<file path="config.mk">
export PLATFORM = sky130hd
export DESIGN_NAME = nand_layout_remap
export DESIGN_NICKNAME = d
export VERILOG_FILES = /design/src/rtl/nlr_pkg.sv /design/src/rtl/nlr_cfg_check.sv /design/src/rtl/nlr_walker.sv /design/src/rtl/nlr_addr_gen.sv /design/src/rtl/nand_layout_remap.sv
export SDC_FILE = /design/constraint.sdc
export NUM_CORES = 1
export LEC_CHECK = 0
export BUFFER_PORTS_ARGS = -buffer_cell sky130_fd_sc_hd__buf_2
export CORE_MARGIN = 3
export CORE_UTILIZATION = 60
export CTS_CLUSTER_DIAMETER = 150
export DETAILED_ROUTE_END_ITERATION = 8
export PLACE_DENSITY = 0.8
export SLEW_MARGIN = 0
export SYNTH_ARGS = -nofsm -noshare
export SYNTH_HDL_FRONTEND = slang
export SYNTH_SLANG_ARGS = --single-unit
</file>
<file path="constraint.sdc">
create_clock -name clk -period 4.8 [get_ports clk]
set_input_delay 0 -clock clk [delete_from_list [all_inputs] [get_ports clk]]
set_output_delay 0 -clock clk [all_outputs]
set_load 0.03 [all_outputs]
</file>
<file path="src/rtl/nlr_pkg.sv">
package nlr_pkg;
  typedef enum logic [2:0] {
    ST_DATA  = 3'd0,
    ST_SPARE = 3'd1,
    ST_ECC   = 3'd2,
    ST_PAD   = 3'd3,
    ST_DONE  = 3'd4
  } walk_st_t;

  localparam int HM_CHUNK_BYTES = 512;
  localparam int HM_ECC_BYTES   = 6;
  localparam int BCH_ECC_BYTES  = 30;
  localparam int BCH_ECC_SLOT   = 32;
  localparam int BCH_SEC_MIN    = 512;
  localparam int BCH_SEC_MAX    = 2048;
endpackage

</file>
<file path="src/rtl/nlr_cfg_check.sv">
module nlr_cfg_check
  import nlr_pkg::*;
#(
  parameter int ADDR_W = 14,
  parameter int SEC_W  = 12,
  parameter int SPR_W  = 8,
  parameter int CNT_W  = 4
) (
  input  logic              mode_bch,
  input  logic [1:0]        hm_chunks,
  input  logic [CNT_W-1:0]  sec_count,
  input  logic [SEC_W-1:0]  sec_data,
  input  logic [SPR_W-1:0]  sec_spare,
  input  logic              last_en,
  input  logic [SEC_W-1:0]  last_data,
  input  logic [SPR_W-1:0]  last_spare,
  input  logic [ADDR_W-1:0] page_bytes,
  input  logic [ADDR_W-1:0] spare_bytes,
  output logic              cfg_err,
  output logic [ADDR_W-1:0] free_total
);
  localparam int BASE_W = (SEC_W > ADDR_W) ? SEC_W : ADDR_W;
  localparam int WW     = BASE_W + CNT_W + 2;

  logic [WW-1:0] page_w, spare_w, limit_w;
  logic [WW-1:0] hm_data, hm_ecc, hm_free;
  logic [WW-1:0] bch_data, bch_spare, bch_free;
  logic          hm_bad, bch_bad, size_bad, last_bad, sec_bad;

  always_comb begin
    page_w    = WW'(page_bytes);
    spare_w   = WW'(spare_bytes);
    limit_w   = WW'(1) << ADDR_W;
    hm_data   = WW'(hm_chunks) * WW'(HM_CHUNK_BYTES);
    hm_ecc    = WW'(hm_chunks) * WW'(HM_ECC_BYTES);
    hm_free   = spare_w - hm_ecc;
    bch_data  = WW'(sec_count) * WW'(sec_data)
              + (last_en ? WW'(last_data) : '0);
    bch_spare = WW'(sec_count) * (WW'(sec_spare) + WW'(BCH_ECC_SLOT))
              + (last_en ? (WW'(last_spare) + WW'(BCH_ECC_SLOT)) : '0);
    bch_free  = WW'(sec_count) * WW'(sec_spare)
              + (last_en ? WW'(last_spare) : '0);

    sec_bad   = (WW'(sec_data) < WW'(BCH_SEC_MIN)) ||
                (WW'(sec_data) > WW'(BCH_SEC_MAX));
    last_bad  = last_en && ((last_data == '0) ||
                (WW'(last_data) > WW'(BCH_SEC_MAX)));
    hm_bad    = (hm_chunks > 2'd2) || (page_w != hm_data) ||
                (spare_w < hm_ecc);
    bch_bad   = (sec_count == '0) || sec_bad || last_bad ||
                (page_w != bch_data) || (spare_w != bch_spare);
    size_bad  = (page_w + spare_w) > limit_w;

    cfg_err    = size_bad || (mode_bch ? bch_bad : hm_bad);
    free_total = mode_bch ? bch_free[ADDR_W-1:0] : hm_free[ADDR_W-1:0];
  end
endmodule

</file>
<file path="src/rtl/nlr_walker.sv">
module nlr_walker
  import nlr_pkg::*;
#(
  parameter int ADDR_W = 14,
  parameter int SEC_W  = 12,
  parameter int SPR_W  = 8,
  parameter int CNT_W  = 4
) (
  input  logic              clk,
  input  logic              rst_n,
  input  logic              start_go,
  input  logic              bus_step,
  input  logic              dir_write,
  input  logic              mode_bch,
  input  logic [1:0]        hm_chunks,
  input  logic [CNT_W-1:0]  sec_count,
  input  logic [SEC_W-1:0]  sec_data,
  input  logic [SPR_W-1:0]  sec_spare,
  input  logic              last_en,
  input  logic [SEC_W-1:0]  last_data,
  input  logic [SPR_W-1:0]  last_spare,
  input  logic [ADDR_W-1:0] page_bytes,
  input  logic [ADDR_W-1:0] free_in,
  output walk_st_t          st,
  output logic [ADDR_W-1:0] dptr,
  output logic [ADDR_W-1:0] sptr,
  output logic [ADDR_W-1:0] eptr,
  output logic [ADDR_W-1:0] page_q,
  output logic [ADDR_W-1:0] free_q,
  output logic              dir_q,
  output logic              busy,
  output logic              done
);
  localparam logic [CNT_W:0]  SEC_ONE = (CNT_W+1)'(1);
  localparam logic [ADDR_W-1:0] A_ONE = ADDR_W'(1);

  // latched configuration
  logic              mode_q, last_en_q;
  logic [1:0]        chunks_q;
  logic [CNT_W-1:0]  cnt_q;
  logic [SEC_W-1:0]  secd_q, lastd_q;
  logic [SPR_W-1:0]  secs_q, lasts_q;

  // walk state
  walk_st_t          st_q, st_d, nxt, entry;
  logic [ADDR_W-1:0] off_q, off_d, field_len;
  logic [CNT_W-1:0]  sec_q, sec_d;
  logic [ADDR_W-1:0] dptr_q, dptr_d, sptr_q, sptr_d, eptr_q, eptr_d;
  logic              done_q, done_d;
  logic              cur_last, more, field_end, adv, walk_en;
  logic [SEC_W-1:0]  cur_data;
  logic [SPR_W-1:0]  cur_spare;
  logic [CNT_W:0]    sec_p1;

  assign busy    = (st_q != ST_DONE);
  assign adv     = bus_step && busy;
  assign walk_en = start_go || adv;

  // field geometry and successor
  always_comb begin
    cur_last  = last_en_q && (sec_q == cnt_q);
    cur_data  = cur_last ? lastd_q : secd_q;
    cur_spare = cur_last ? lasts_q : secs_q;
    sec_p1    = {1'b0, sec_q} + SEC_ONE;
    more      = (sec_p1 < {1'b0, cnt_q}) ||
                (last_en_q && (sec_p1 == {1'b0, cnt_q}));
    field_len = A_ONE;
    nxt       = ST_DONE;
    case (st_q)
      ST_DATA: begin
        field_len = mode_q ? ADDR_W'(cur_data)
                           : ADDR_W'(chunks_q) * ADDR_W'(HM_CHUNK_BYTES);
        if (mode_q) nxt = (cur_spare == '0) ? ST_ECC : ST_SPARE;
        else        nxt = ST_ECC;
      end
      ST_SPARE: begin
        field_len = mode_q ? ADDR_W'(cur_spare) : free_q;
        nxt       = mode_q ? ST_ECC : ST_DONE;
      end
      ST_ECC: begin
        field_len = mode_q ? ADDR_W'(BCH_ECC_BYTES)
                           : ADDR_W'(chunks_q) * ADDR_W'(HM_ECC_BYTES);
        if (mode_q) nxt = ST_PAD;
        else        nxt = (free_q == '0) ? ST_DONE : ST_SPARE;
      end
      ST_PAD: begin
        field_len = ADDR_W'(BCH_ECC_SLOT - BCH_ECC_BYTES);
        nxt       = more ? ST_DATA : ST_DONE;
      end
      default: begin
        field_len = A_ONE;
        nxt       = ST_DONE;
      end
    endcase
    field_end = (off_q == field_len - A_ONE);

    if (mode_bch)              entry = ST_DATA;
    else if (hm_chunks != '0)  entry = ST_DATA;
    else if (free_in != '0)    entry = ST_SPARE;
    else                       entry = ST_DONE;
  end

  // next state
  always_comb begin
    st_d   = st_q;
    off_d  = off_q;
    sec_d  = sec_q;
    dptr_d = dptr_q;
    sptr_d = sptr_q;
    eptr_d = eptr_q;
    done_d = 1'b0;
    if (start_go) begin
      st_d   = entry;
      off_d  = '0;
      sec_d  = '0;
      dptr_d = '0;
      sptr_d = '0;
      eptr_d = '0;
      done_d = (entry == ST_DONE);
    end else if (adv) begin
      case (st_q)
        ST_DATA:  dptr_d = dptr_q + A_ONE;
        ST_SPARE: sptr_d = sptr_q + A_ONE;
        ST_ECC:   eptr_d = eptr_q + A_ONE;
        default:  ;
      endcase
      if (field_end) begin
        off_d  = '0;
        st_d   = nxt;
        done_d = (nxt == ST_DONE);
        if ((st_q == ST_PAD) && (nxt == ST_DATA)) sec_d = sec_p1[CNT_W-1:0];
      end else begin
        off_d = off_q + A_ONE;
      end
    end
  end

  // walk registers
  always_ff @(posedge clk or negedge rst_n) begin
    if (!rst_n) begin
      st_q   <= ST_DONE;
      off_q  <= '0;
      sec_q  <= '0;
      dptr_q <= '0;
      sptr_q <= '0;
      eptr_q <= '0;
    end else if (walk_en) begin
      st_q   <= st_d;
      off_q  <= off_d;
      sec_q  <= sec_d;
      dptr_q <= dptr_d;
      sptr_q <= sptr_d;
      eptr_q <= eptr_d;
    end
  end

  always_ff @(posedge clk or negedge rst_n) begin
    if (!rst_n) done_q <= 1'b0;
    else        done_q <= done_d;
  end

  // configuration capture
  always_ff @(posedge clk or negedge rst_n) begin
    if (!rst_n) begin
      mode_q    <= 1'b0;
      dir_q     <= 1'b0;
      last_en_q <= 1'b0;
      chunks_q  <= '0;
      cnt_q     <= '0;
      secd_q    <= '0;
      secs_q    <= '0;
      lastd_q   <= '0;
      lasts_q   <= '0;
      page_q    <= '0;
      free_q    <= '0;
    end else if (start_go) begin
      mode_q    <= mode_bch;
      dir_q     <= dir_write;
      last_en_q <= last_en;
      chunks_q  <= hm_chunks;
      cnt_q     <= sec_count;
      secd_q    <= sec_data;
      secs_q    <= sec_spare;
      lastd_q   <= last_data;
      lasts_q   <= last_spare;
      page_q    <= page_bytes;
      free_q    <= free_in;
    end
  end

  assign st   = st_q;
  assign dptr = dptr_q;
  assign sptr = sptr_q;
  assign eptr = eptr_q;
  assign done = done_q;
endmodule

</file>
<file path="src/rtl/nlr_addr_gen.sv">
module nlr_addr_gen
  import nlr_pkg::*;
#(
  parameter int ADDR_W = 14
) (
  input  walk_st_t          st,
  input  logic [ADDR_W-1:0] dptr,
  input  logic [ADDR_W-1:0] sptr,
  input  logic [ADDR_W-1:0] eptr,
  input  logic [ADDR_W-1:0] page_q,
  input  logic [ADDR_W-1:0] free_q,
  input  logic              dir_q,
  input  logic              bus_step,
  input  logic [7:0]        bus_rdata,
  input  logic [7:0]        buf_rdata,
  output logic [ADDR_W-1:0] buf_addr,
  output logic              buf_we,
  output logic              buf_re,
  output logic [7:0]        buf_wdata,
  output logic [7:0]        bus_wdata
);
  logic user_field;

  always_comb begin
    user_field = (st == ST_DATA) || (st == ST_SPARE) || (st == ST_ECC);
    case (st)
      ST_DATA:  buf_addr = dptr;
      ST_SPARE: buf_addr = page_q + sptr;
      ST_ECC:   buf_addr = page_q + free_q + eptr;
      default:  buf_addr = '0;
    endcase
    buf_we    = bus_step && user_field && !dir_q;
    buf_re    = bus_step && user_field && dir_q;
    buf_wdata = bus_rdata;
    if (!dir_q)           bus_wdata = 8'h00;
    else if (st == ST_PAD) bus_wdata = 8'hFF;
    else                   bus_wdata = buf_rdata;
  end
endmodule

</file>
<file path="src/rtl/nand_layout_remap.sv">
module nand_layout_remap
  import nlr_pkg::*;
#(
  parameter int ADDR_W = 14,
  parameter int SEC_W  = 12,
  parameter int SPR_W  = 8,
  parameter int CNT_W  = 4
) (
  input  logic              clk,
  input  logic              rst_n,
  input  logic              start,
  input  logic              dir_write,
  input  logic              mode_bch,
  input  logic [1:0]        cfg_hm_chunks,
  input  logic [CNT_W-1:0]  cfg_sec_count,
  input  logic [SEC_W-1:0]  cfg_sec_data,
  input  logic [SPR_W-1:0]  cfg_sec_spare,
  input  logic              cfg_last_en,
  input  logic [SEC_W-1:0]  cfg_last_data,
  input  logic [SPR_W-1:0]  cfg_last_spare,
  input  logic [ADDR_W-1:0] cfg_page_bytes,
  input  logic [ADDR_W-1:0] cfg_spare_bytes,
  output logic              cfg_err,
  output logic              busy,
  output logic              done,
  input  logic              bus_step,
  input  logic [7:0]        bus_rdata,
  output logic [7:0]        bus_wdata,
  output logic [ADDR_W-1:0] buf_addr,
  output logic              buf_we,
  output logic [7:0]        buf_wdata,
  output logic              buf_re,
  input  logic [7:0]        buf_rdata
);
  logic              rst_meta, rst_n_int;
  logic              start_go, dir_lat;
  logic [ADDR_W-1:0] free_total, dptr, sptr, eptr, page_q, free_q;
  walk_st_t          walk_st;

  // reset: asserted asynchronously, released on the clock
  always_ff @(posedge clk or negedge rst_n) begin
    if (!rst_n) begin
      rst_meta  <= 1'b0;
      rst_n_int <= 1'b0;
    end else begin
      rst_meta  <= 1'b1;
      rst_n_int <= rst_meta;
    end
  end

  assign start_go = start && !cfg_err && !busy;

  nlr_cfg_check #(
    .ADDR_W(ADDR_W), .SEC_W(SEC_W), .SPR_W(SPR_W), .CNT_W(CNT_W)
  ) u_cfg (
    .mode_bch    (mode_bch),
    .hm_chunks   (cfg_hm_chunks),
    .sec_count   (cfg_sec_count),
    .sec_data    (cfg_sec_data),
    .sec_spare   (cfg_sec_spare),
    .last_en     (cfg_last_en),
    .last_data   (cfg_last_data),
    .last_spare  (cfg_last_spare),
    .page_bytes  (cfg_page_bytes),
    .spare_bytes (cfg_spare_bytes),
    .cfg_err     (cfg_err),
    .free_total  (free_total)
  );

  nlr_walker #(
    .ADDR_W(ADDR_W), .SEC_W(SEC_W), .SPR_W(SPR_W), .CNT_W(CNT_W)
  ) u_walk (
    .clk        (clk),
    .rst_n      (rst_n_int),
    .start_go   (start_go),
    .bus_step   (bus_step),
    .dir_write  (dir_write),
    .mode_bch   (mode_bch),
    .hm_chunks  (cfg_hm_chunks),
    .sec_count  (cfg_sec_count),
    .sec_data   (cfg_sec_data),
    .sec_spare  (cfg_sec_spare),
    .last_en    (cfg_last_en),
    .last_data  (cfg_last_data),
    .last_spare (cfg_last_spare),
    .page_bytes (cfg_page_bytes),
    .free_in    (free_total),
    .st         (walk_st),
    .dptr       (dptr),
    .sptr       (sptr),
    .eptr       (eptr),
    .page_q     (page_q),
    .free_q     (free_q),
    .dir_q      (dir_lat),
    .busy       (busy),
    .done       (done)
  );

  nlr_addr_gen #(.ADDR_W(ADDR_W)) u_addr (
    .st        (walk_st),
    .dptr      (dptr),
    .sptr      (sptr),
    .eptr      (eptr),
    .page_q    (page_q),
    .free_q    (free_q),
    .dir_q     (dir_lat),
    .bus_step  (bus_step),
    .bus_rdata (bus_rdata),
    .buf_rdata (buf_rdata),
    .buf_addr  (buf_addr),
    .buf_we    (buf_we),
    .buf_re    (buf_re),
    .buf_wdata (buf_wdata),
    .bus_wdata (bus_wdata)
  );
endmodule

</file>
==> flow_metrics.py, run 1 <==
metrics = {
    "layout": {
        "nFillCells": 1690,
        "fin_nets": 2171,
        "drive_gt1_frac": 0.208,
        "area_growth_pct": 20.1,
    },
    "routing": {
        "drc": 0,
        "viasPerCell": 6.34,
        "drtIter0Drc": 1317,
        "routed_wl_um": 46400,
        "wl_per_cell_um": 21.1,
        "first_pass_iters": 6,
        "via_count": 13968,
        "drtAntennaViolNets": 0,
    },
    "sta": {
        "post-route-period-util": 0.966,
        "fin_skew_ps": 18.3,
        "min_period_ps": 4640,
        "setup_ws_ps": 163,
        "hold_viol_final": 0,
        "setup_viol": 0,
        "drv_slew": 0,
        "slew_headroom": 0.234,
        "tightest_slew_ps": 1130,
        "fmax_mhz": 216,
        "hold_ws_ps": 0.00839,
    },
    "critical_path": {
        "start_kind": "primary input",
        "max_stage_delay_ps": 570,
        "cp_max_fo": 10,
        "criticalPathCategory": "primary input to register",
        "required_ps": 5110,
        "setup.worst_path.end_class": "register",
        "worstPathArrival_ps": 4940,
        "crit_top_cell": "buf_4",
        "cp_cell_sequence": "buf_2, dlygate4sd3_1, buf_4, and2_1, ha_1, fa_1, fa_1, xor2_1, a2111oi_2, buf_4, and4_1, o2111ai_1, nor4_1, nand4_1, nor4_2, a41o_1, and3_4, buf_4, clkbuf_16, mux2_2",
        "slowest_stage": "dlygate4sd3_1",
    },
    "global_routing": {
        "grt-ovfl-total": 0,
        "grtUsageTotal": 0.347,
        "grt_pass1_wl_um": 72200,
        "antenna_found_initial": 1,
        "grt_max_degree": 59,
        "grt_pass1_vias": 13552,
    },
    "placed_design": {
        "place_ws_ps": -391,
        "gp_congestion": 0.970,
        "io_buffers": 115,
        "dp_hpwl_um": 35100,
    },
    "floorplanning": {
        "dieArea_mm2": 0.0266,
        "die_h_um": 163,
        "die_width_um": 163,
        "num_io_pins": 132,
        "core_area_mm2": 0.0238,
        "rows": 56,
        "start_util": 0.621,
    },
    "logic_synthesis": {
        "synth_fa_ha_area_frac": 0.214,
        "synth.avg_cell_area_um2": 9.13,
        "syn_area_mm2": 0.0148,
        "ys_async_sr_fraction": 1.00,
        "synth_edf_count": 0,
        "yosysSeqAreaShare": 0.242,
        "synth_top_family_by_area": "adder cells",
        "synth_fp_nets": 1922,
        "yosys-mux-area-fraction": 0.0727,
        "synth_cells": 1620,
        "synth_warnings": 0,
        "synth_xor_xnor_area_share": 0.0880,
        "ys_ff_latch": 143,
        "yosys.area_share.simple": 0.199,
        "ys_types": 85,
        "ys_dominant_reg_cell": "dfrtp_1",
        "synth_compound_gate_area_share": 0.144,
    },
    "clocking": {
        "cts_inserted_buffers": 17,
        "ctsHtreeMaxLevel": 4,
        "clk_latency_ps": 440,
        "cts_root_buf": "clkbuf_16",
        "cts_sinks": 143,
        "cts_tree": "built",
        "clk_pin_slew_ps": 60,
        "clock_tree.buffer_depth": 2,
    },
    "power": {
        "p_comb_frac": 0.436,
        "switching_share": 0.368,
        "power.internal_w": 0.00296,
        "power_density_mw_per_mm2": 264,
        "vdd_drop_max_mv": 0.274,
        "clkPwrFrac": 0.279,
        "p_switching_w": 0.00172,
        "power.leakage_nw": 8.82,
        "seqPwrFrac": 0.286,
    },
    "outcome": {
        "status": "completed",
    },
    "job": {
        "drv_cap": 0,
    },
    "hold_path": {
        "hold_path.class": "primary input to primary output",
    },
}
## sequential cells by signal, summed over array words and instances (netlist names), 8 cells and up
| signal | flops |
|---|---|
| u_walk.dptr | 14 |
| u_walk.eptr | 14 |
| u_walk.free_q | 14 |
| u_walk.off_q | 14 |
| u_walk.page_q | 14 |
| u_walk.sptr | 14 |
| u_walk.lastd_q | 12 |
| u_walk.secd_q | 12 |
| u_walk.lasts_q | 8 |
| u_walk.secs_q | 8 |
## through the flow
step | utilization | area, µm² | setup TNS [ps] | total power (W) | cells
2_1_floorplan | - | 14800 | 0 | 0.00261 | 1620
3_3_place_gp | 0.687 | 16400 | -42550 | 0.00325 | 2107
3_5_place_dp | 0.687 | 16400 | -44360 | 0.00328 | 2107
4_1_cts | 0.733 | 17500 | 0 | 0.00462 | 2190
5_1_grt | 0.746 | 17800 | -97.2 | 0.00495 | 2202
6_report | 0.746 | 17800 | 0 | 0.00468 | 2202
## layer usage
metal / share of wire / routed length, µm / up-vias / GRT usage
li1: - / - / 6253 / -
met1: 0.40 / 18500 / 6775 / 0.458
met2: 0.47 / 21700 / 772 / 0.565
met3: 0.086 / 4000 / 168 / 0.0636
met4: 0.049 / 2260 / 0 / 0.146
met5: 0 / 0 / - / 0
## layout make-up
| cell class | count | area (µm²) | share of cell area |
|---|---|---|---|
| antenna | 1 | 2.50 | 0.000141 |
| clock buffer | 18 | 429 | 0.0242 |
| clock inverter | 14 | 143 | 0.00803 |
| tap | 319 | 399 | 0.0225 |
| sequential | 143 | 3580 | 0.202 |
| inverter | 85 | 319 | 0.0180 |
| multi-input combinational | 1330 | 10700 | 0.603 |
| timing repair buffer | 292 | 2180 | 0.123 |
## path summary, 6_finish.rpt
kind,startpoint,endpoint,slack [ps],cells after the start
max in group asynchronous,rst_n_int$_DFF_PN0_,u_walk.cnt_q[2]$_DFFE_PN0N_,3240,1
max,cfg_sec_data[0],u_walk.free_q[12]$_DFFE_PN0N_,160,20
min reg2reg,rst_meta$_DFF_PN0_,rst_n_int$_DFF_PN0_,350,0
max reg2reg,u_walk.sec_q[0]$_DFFE_PN0P_,u_walk.st[1]$_DFFE_PN0P_,230,14
min,bus_rdata[3],buf_wdata[3],0.008,0
min in group asynchronous,rst_n_int$_DFF_PN0_,u_walk.sptr[6]$_DFFE_PN0P_,400,0
## synth_stat cells, drive strengths merged (5+ instances only)
library cell | n | area [µm²]
or4 | 7 | 52.6
and3 | 26 | 163
a211oi | 8 | 60.1
inv | 85 | 319
nand4 | 24 | 156
nor2 | 125 | 469
o31ai | 11 | 87.6
o21ai | 69 | 345
o22ai | 5 | 31.3
nand3 | 34 | 170
a21o | 23 | 173
nand2 | 129 | 484
nor2b | 27 | 169
and2 | 80 | 500
fa | 80 | 1600
mux2 | 75 | 845
o211a | 5 | 50.1
nor3b | 6 | 45.0
o21bai | 15 | 113
nor4 | 28 | 181
mux2i | 23 | 230
o41ai | 7 | 61.3
dfrtp | 142 | 3550
or3 | 7 | 43.8
a22oi | 11 | 82.6
xor2 | 68 | 596
o21a | 23 | 173
a31oi | 8 | 50.1
nand2b | 7 | 43.8
and4 | 6 | 52.6
a21oi | 61 | 305
buf | 18 | 106
xnor2 | 78 | 683
nor4b | 7 | 67.6
nor3 | 38 | 190
clkbuf | 44 | 165
ha | 125 | 1560
a21bo | 7 | 70.1
## logic make-up (layout without fill, tap and decap cells)
family                   Yosys count  count (layout)
other                              1               2
flip-flops                       143             143
multiplexers                      98              98
buffers and inverters            147             409
AND/OR/NAND/NOR                  569             569
adder cells (fa/ha/maj)          205             205
AO/OA/AOI/OAI                    310             310
XOR/XNOR                         147             147
## what timing repair did
item / CTS / global route
gates resized for setup: 0 / 37
setup endpoints to repair: 0 / 142
hold buffers: 51 / 0
setup buffers: 0 / 6
endpoints found under the hold margin: 51 / 0
## layout by cell type, fill, tap and decap left out, types with 25 or more instances in the layout
cell type / n
buf_2: 114
ha_1: 123
buf_4: 113
inv_1: 85
xor2_1: 67
and2_1: 79
nor2b_1: 27
and3_1: 25
nor3_1: 37
dfrtp_1: 141
o21ai_0: 69
dlygate4sd3_1: 51
nor4_1: 25
fa_1: 80
nor2_1: 123
a21oi_1: 59
nand3_1: 34
nand2_1: 129
mux2_2: 73
xnor2_1: 78
## critical path: cells and delay by family
family,cells,cell delay (ps)
muxes,1,350
adders and majority gates,3,1300
AOI/OAI and AO/OA,3,570
and+or+nand+nor,6,1220
xor gates and xnor gates,1,180
buffers and inverters,6,1320
## power groups by stage
stage | combinational, W | clock (W) | sequential, W
final | 0.00204 | 0.00130 | 0.00134
after global routing | 0.00224 | 0.00137 | 0.00134
after CTS | 0.00198 | 0.00131 | 0.00133
after detailed placement | 0.00193 | 0 | 0.00135
after global placement | 0.00190 | 0 | 0.00135
after floorplan | 0.00127 | 0 | 0.00134
No activity file was read; power rests on OpenSTA's default activity.
==> run 2: changes to the inputs <==
CTS_BUF_LIST = sky130_fd_sc_hd__clkbuf_16   (was unset)
==> run 2 against run 1 <==
Register-to-register slack hardly changed. Via count is 0.24% lower. Worst setup slack better by 3.2 ps. Non-clock buffer count stayed put. Flip-flop and latch count stayed put. Clock skew hardly changed. Combinational power hardly changed. Sequential share of layout area stayed put. Global-route usage stayed put. Critical path type unchanged. Largest cell class unchanged. Largest power group unchanged.
==> flow_metrics.py, run 2 (same netlist as run 1, synthesis figures left out) <==
metrics = {
    "critical_path": {
        "r2r-end": "u_walk.st[1]$_DFFE_PN0P_",
        "endpoint": "u_walk.free_q[12]$_DFFE_PN0N_",
        "path_buf_inv": 6,
        "reg2reg_depth": 14,
        "max_stage_delay_ps": 570,
        "required_ps": 5110,
        "slowest_stage": "dlygate4sd3_1",
        "r2r_setup_slack_ps": 230,
        "worstPathArrival_ps": 4940,
        "crit_top_cell": "buf_4",
        "start_kind": "primary input",
        "criticalPathCategory": "primary input to register",
        "path_depth": 20,
        "r2r-start": "u_walk.sec_q[0]$_DFFE_PN0P_",
        "cp_cell_sequence": "buf_2, dlygate4sd3_1, buf_4, and2_1, ha_1, fa_1, fa_1, xor2_1, a2111oi_2, buf_4, and4_1, o2111ai_1, nor4_1, nand4_1, nor4_2, a41o_1, and3_4, buf_4, clkbuf_16, mux2_2",
        "crit_family": "buffers and inverters",
        "cp_max_fo": 10,
        "setup.worst_path.end_class": "register",
        "cp-startpoint": "cfg_sec_data[0]",
    },
    "floorplanning": {
        "num_io_pins": 132,
        "start_util": 0.621,
        "dieArea_mm2": 0.0266,
        "rows": 56,
        "die_h_um": 163,
        "core_area_mm2": 0.0238,
        "die_width_um": 163,
    },
    "power": {
        "vdd_drop_max_mv": 0.274,
        "switching_share": 0.368,
        "power_density_mw_per_mm2": 263,
        "p_comb_frac": 0.436,
        "power.leakage_nw": 8.83,
        "clkPwrFrac": 0.278,
        "p_switching_w": 0.00172,
        "power.internal_w": 0.00296,
        "seqPwrFrac": 0.286,
    },
    "outcome": {
        "status": "completed",
    },
    "sta": {
        "min_period_ps": 4630,
        "drv_slew": 0,
        "hold_viol_final": 0,
        "tightest_slew_ps": 1130,
        "slew_headroom": 0.234,
        "fmax_mhz": 216,
        "fin_skew_ps": 18.3,
        "tns_ps": 0,
        "post-route-period-util": 0.965,
        "setup_viol": 0,
    },
    "clocking": {
        "cts_root_buf": "clkbuf_16",
        "clk_pin_slew_ps": 60,
        "cts_inserted_buffers": 17,
        "clk_latency_ps": 440,
        "cts_tree": "built",
        "cts_sinks": 143,
        "ctsHtreeMaxLevel": 4,
        "clock_tree.buffer_depth": 2,
    },
    "job": {
        "drv_cap": 0,
    },
    "global_routing": {
        "antenna_found_initial": 1,
        "grt_pass1_vias": 13552,
        "grt_pass1_wl_um": 72200,
        "grtUsageTotal": 0.347,
        "grt-ovfl-total": 0,
        "grt_max_degree": 59,
    },
    "routing": {
        "first_pass_iters": 6,
        "viasPerCell": 6.33,
        "via_count": 13934,
        "drtIter0Drc": 1308,
        "routed_wl_um": 46400,
        "drtAntennaViolNets": 0,
        "drc": 0,
        "wl_per_cell_um": 21.1,
    },
    "placed_design": {
        "dp_hpwl_um": 35100,
        "placed_cell_area_mm2": 0.0164,
        "io_buffers": 115,
        "gp_congestion": 0.970,
    },
    "layout": {
        "fin_nets": 2171,
        "drive_gt1_frac": 0.208,
        "final_cell_mix": "141 x dfrtp_1, 129 x nand2_1, 123 x nor2_1, 123 x ha_1, 114 x buf_2",
        "design_area_mm2": 0.0178,
        "nFillCells": 1690,
        "utilization": 0.746,
        "layout_commonest_cell": "dfrtp_1",
        "area_growth_pct": 20.1,
    },
    "hold_path": {
        "min_path_cells": 0,
        "hold_path.class": "primary input to primary output",
    },
}
==> run 2: changes by cell type in the layout (fill, tap and decap cells not counted) <==
cell,delta
clkbuf_1,-1
inv_1,+1
==> run 2: how the worst min path moves through the flow <==
stage	startpoint	to
final	bus_rdata[3]	buf_wdata[3]
after global routing	bus_rdata[3]	buf_wdata[3]
after floorplan	rst_n	rst_meta$_DFF_PN0_
after detailed placement	rst_n	rst_meta$_DFF_PN0_
after CTS	bus_rdata[1]	buf_wdata[1]
after global placement	rst_n	rst_meta$_DFF_PN0_
==> run 2: per-stage QoR <==
stage          power (W)  hold WS (ps)  setup WS [ps]  instances
5_1_grt          0.00495        0.0704          -29.4       2202
6_report         0.00468       0.00839            166       2202
3_3_place_gp     0.00325          -216           -387       2107
4_1_cts          0.00462         0.222           32.4       2190
2_1_floorplan    0.00261          -296           18.8       1620
3_5_place_dp     0.00328          -214           -391       2107
==> run 2: layer usage <==
metal	track usage	up-vias	wire, µm
met2	0.565	763	21600
met1	0.458	6743	18500
met4	0.146	0	2280
li1	-	6256	-
met5	0	-	0
met3	0.0636	172	4000
==> run 2: power groups by stage <==
stage | clock network (W) | logic [W] | registers, W
detailed placement | 0 | 0.00193 | 0.00135
global route | 0.00136 | 0.00224 | 0.00134
floorplan | 0 | 0.00127 | 0.00134
CTS | 0.00130 | 0.00198 | 0.00133
finish | 0.00130 | 0.00204 | 0.00134
global placement | 0 | 0.00190 | 0.00135
==> run 2: area by class of cell <==
| cell class | count | area, µm² | share of cell area |
|---|---|---|---|
| clock inverter | 15 | 146 | 0.00824 |
| sequential | 143 | 3580 | 0.202 |
| clock buffer | 17 | 425 | 0.0240 |
| multi-input combinational | 1330 | 10700 | 0.603 |
| antenna | 1 | 2.50 | 0.000141 |
| tap | 319 | 399 | 0.0225 |
| inverter | 85 | 319 | 0.0180 |
| timing repair buffer | 292 | 2180 | 0.123 |
==> run 2: repair_timing <==
item,4_1_cts,5_1_grt
endpoints found under the hold margin,51,0
setup endpoints to repair,0,142
gates resized for setup,0,37
hold buffers,51,0
buffers inserted,0,6
==> run 3: changes to the inputs <==
MAX_ROUTING_LAYER = met4   (was unset)
==> run 3 against run 2 <==
Non-clock buffer count increased by 14. Maximum frequency shrank 2.0%. Routed wire length shrank 0.35%. Total power grew 2.8%. Critical path type unchanged.
==> flow_metrics.py, run 3 (same netlist as run 1, synthesis figures left out) <==
metrics = {
    "hold_path": {
        "min_path_cells": 0,
        "min_to": "buf_wdata[2]",
        "hold_path.class": "primary input to primary output",
        "hp-start": "bus_rdata[2]",
    },
    "sta": {
        "post-route-period-util": 0.986,
        "tightest_slew_ps": 1100,
        "drv_slew": 0,
        "tns_ps": 0,
        "fmax_mhz": 211,
        "fin_skew_ps": 18.0,
        "hold_viol_final": 0,
        "setup_viol": 0,
        "slew_headroom": 0.261,
        "min_period_ps": 4730,
    },
    "critical_path": {
        "start_kind": "primary input",
        "worstPathArrival_ps": 5040,
        "criticalPathCategory": "primary input to register",
        "setup.worst_path.end_class": "register",
        "cp_max_fo": 10,
        "r2r-start": "u_walk.sec_q[0]$_DFFE_PN0P_",
        "r2r_setup_slack_ps": 190,
        "r2r-end": "u_walk.sec_q[3]$_DFFE_PN0P_",
        "cp-startpoint": "cfg_sec_count[2]",
        "required_ps": 5110,
        "reg2reg_depth": 14,
    },
    "clocking": {
        "ctsHtreeMaxLevel": 4,
        "clock_tree.buffer_depth": 2,
        "cts_tree": "built",
        "cts_sinks": 143,
        "cts_root_buf": "clkbuf_16",
        "cts_inserted_buffers": 17,
        "clk_pin_slew_ps": 60,
        "clk_latency_ps": 440,
    },
    "floorplanning": {
        "start_util": 0.621,
        "die_width_um": 163,
        "dieArea_mm2": 0.0266,
        "die_h_um": 163,
        "rows": 56,
        "num_io_pins": 132,
        "core_area_mm2": 0.0238,
    },
    "global_routing": {
        "grtUsageTotal": 0.367,
        "grt-ovfl-total": 0,
        "antenna_found_initial": 1,
        "grt_max_degree": 77,
        "grt_pass1_wl_um": 74000,
        "grt_pass1_vias": 13860,
    },
    "placed_design": {
        "dp_hpwl_um": 35100,
        "placed_cell_area_mm2": 0.0165,
        "gp_congestion": 1.00,
        "io_buffers": 115,
    },
    "layout": {
        "layout_commonest_cell": "dfrtp_1",
        "drive_gt1_frac": 0.225,
        "nFillCells": 1693,
        "area_growth_pct": 22.1,
        "design_area_mm2": 0.0180,
        "fin_nets": 2185,
        "final_cell_mix": "140 x dfrtp_1, 129 x nand2_1, 127 x buf_4",
    },
    "routing": {
        "viasPerCell": 6.25,
        "routed_wl_um": 46200,
        "via_count": 13855,
        "first_pass_iters": 8,
        "drc": 0,
        "drtIter0Drc": 1252,
        "drtAntennaViolNets": 0,
        "wl_per_cell_um": 20.9,
    },
    "power": {
        "clkPwrFrac": 0.281,
        "power.internal_w": 0.00303,
        "power_density_mw_per_mm2": 266,
        "p_switching_w": 0.00178,
        "seqPwrFrac": 0.278,
        "power.leakage_nw": 8.89,
        "switching_share": 0.370,
        "p_comb_frac": 0.441,
        "vdd_drop_max_mv": 0.276,
    },
    "outcome": {
        "status": "completed",
    },
    "job": {
        "drv_cap": 0,
    },
}
## run 3: cell types whose count changed in the layout (fill, tap and decap cells not counted), moves of 4 or more
| cell | previous run | this run |
|---|---|---|
| ha_1 | 123 | 117 |
| clkinv_2 | 5 | 0 |
| buf_4 | 113 | 127 |
| a21oi_1 | 59 | 55 |
| ha_4 | 0 | 6 |
| a21oi_2 | 2 | 6 |
| fa_1 | 80 | 76 |
| fa_2 | 0 | 4 |
## run 3: layer usage
layer  part of all wire  up-vias  GRT usage
met5                  0        -          -
met4              0.049        0      0.162
met3              0.084      154     0.0699
met2               0.46      643      0.576
met1               0.40     6793      0.465
li1                   -     6265          -
## run 3: worst max-delay path by stage
stage	slack, ps	to	depth (start not counted)
after floorplan	20	u_walk.lasts_q[0]$_DFFE_PN0N_	20
final	70	u_walk.secs_q[2]$_DFFE_PN0N_	21
after global routing	-50	u_walk.page_q[4]$_DFFE_PN0N_	20
after detailed placement	-520	u_walk.page_q[12]$_DFFE_PN0N_	18
after global placement	-410	u_walk.off_q[6]$_DFFE_PN0P_	20
after CTS	10	u_walk.lasts_q[2]$_DFFE_PN0N_	20
## run 3: repair_timing
| item | in CTS | in global routing |
|---|---|---|
| buffers inserted | 3 | 2 |
| pin swaps | 7 | 33 |
| cloned | 1 | 1 |
| endpoints found under the hold margin | 54 | 0 |
| gates resized for setup | 16 | 45 |
| setup endpoints to repair | 80 | 140 |
| hold buffers | 54 | 0 |
## run 3: power groups by stage
stage / sequential [W] / combinational, W / clock [W]
6_report: 0.00134 / 0.00212 / 0.00135
5_1_grt: 0.00135 / 0.00233 / 0.00141
4_1_cts: 0.00133 / 0.00201 / 0.00135
3_5_place_dp: 0.00135 / 0.00194 / 0
3_3_place_gp: 0.00135 / 0.00191 / 0
2_1_floorplan: 0.00134 / 0.00127 / 0
## run 3: layout make-up
type,count,area [µm²],share of cell area
diodes,1,2.50,0.000139
repair buffers,306,2270,0.126
inverters,85,319,0.0177
multi-input cells,1330,10900,0.603
clock inverters,15,163,0.00901
clock buffers,17,425,0.0236
well taps,319,399,0.0221
flip-flops and latches,143,3580,0.199
## run 3: stage by stage
step	std cells	util	total power [W]	hold WS, ps	setup slack, ps
after global routing	2216	0.758	0.00508	0.0704	-47.3
final	2216	0.758	0.00481	0.0132	69.1
after detailed placement	2122	0.693	0.00330	-212	-518
after CTS	2212	0.747	0.00469	0.222	9.99
after floorplan	1620	-	0.00261	-296	18.8
after global placement	2122	0.693	0.00326	-215	-411
## run 3: critical path, stage by stage
cell and delay (ps):
clkbuf_4 160, buf_12 150, buf_4 150, and2_1 170, fa_2 610, fa_1 440, fa_1 560, ha_2 280
o21a_1 200, nor2_1 90, a21oi_1 60, buf_4 140, a41o_1 250, a21o_1 190, a21oi_2 140, xnor2_1 160
a41o_1 320, and3_4 330, buf_4 150, buf_6 130, mux2_2 340
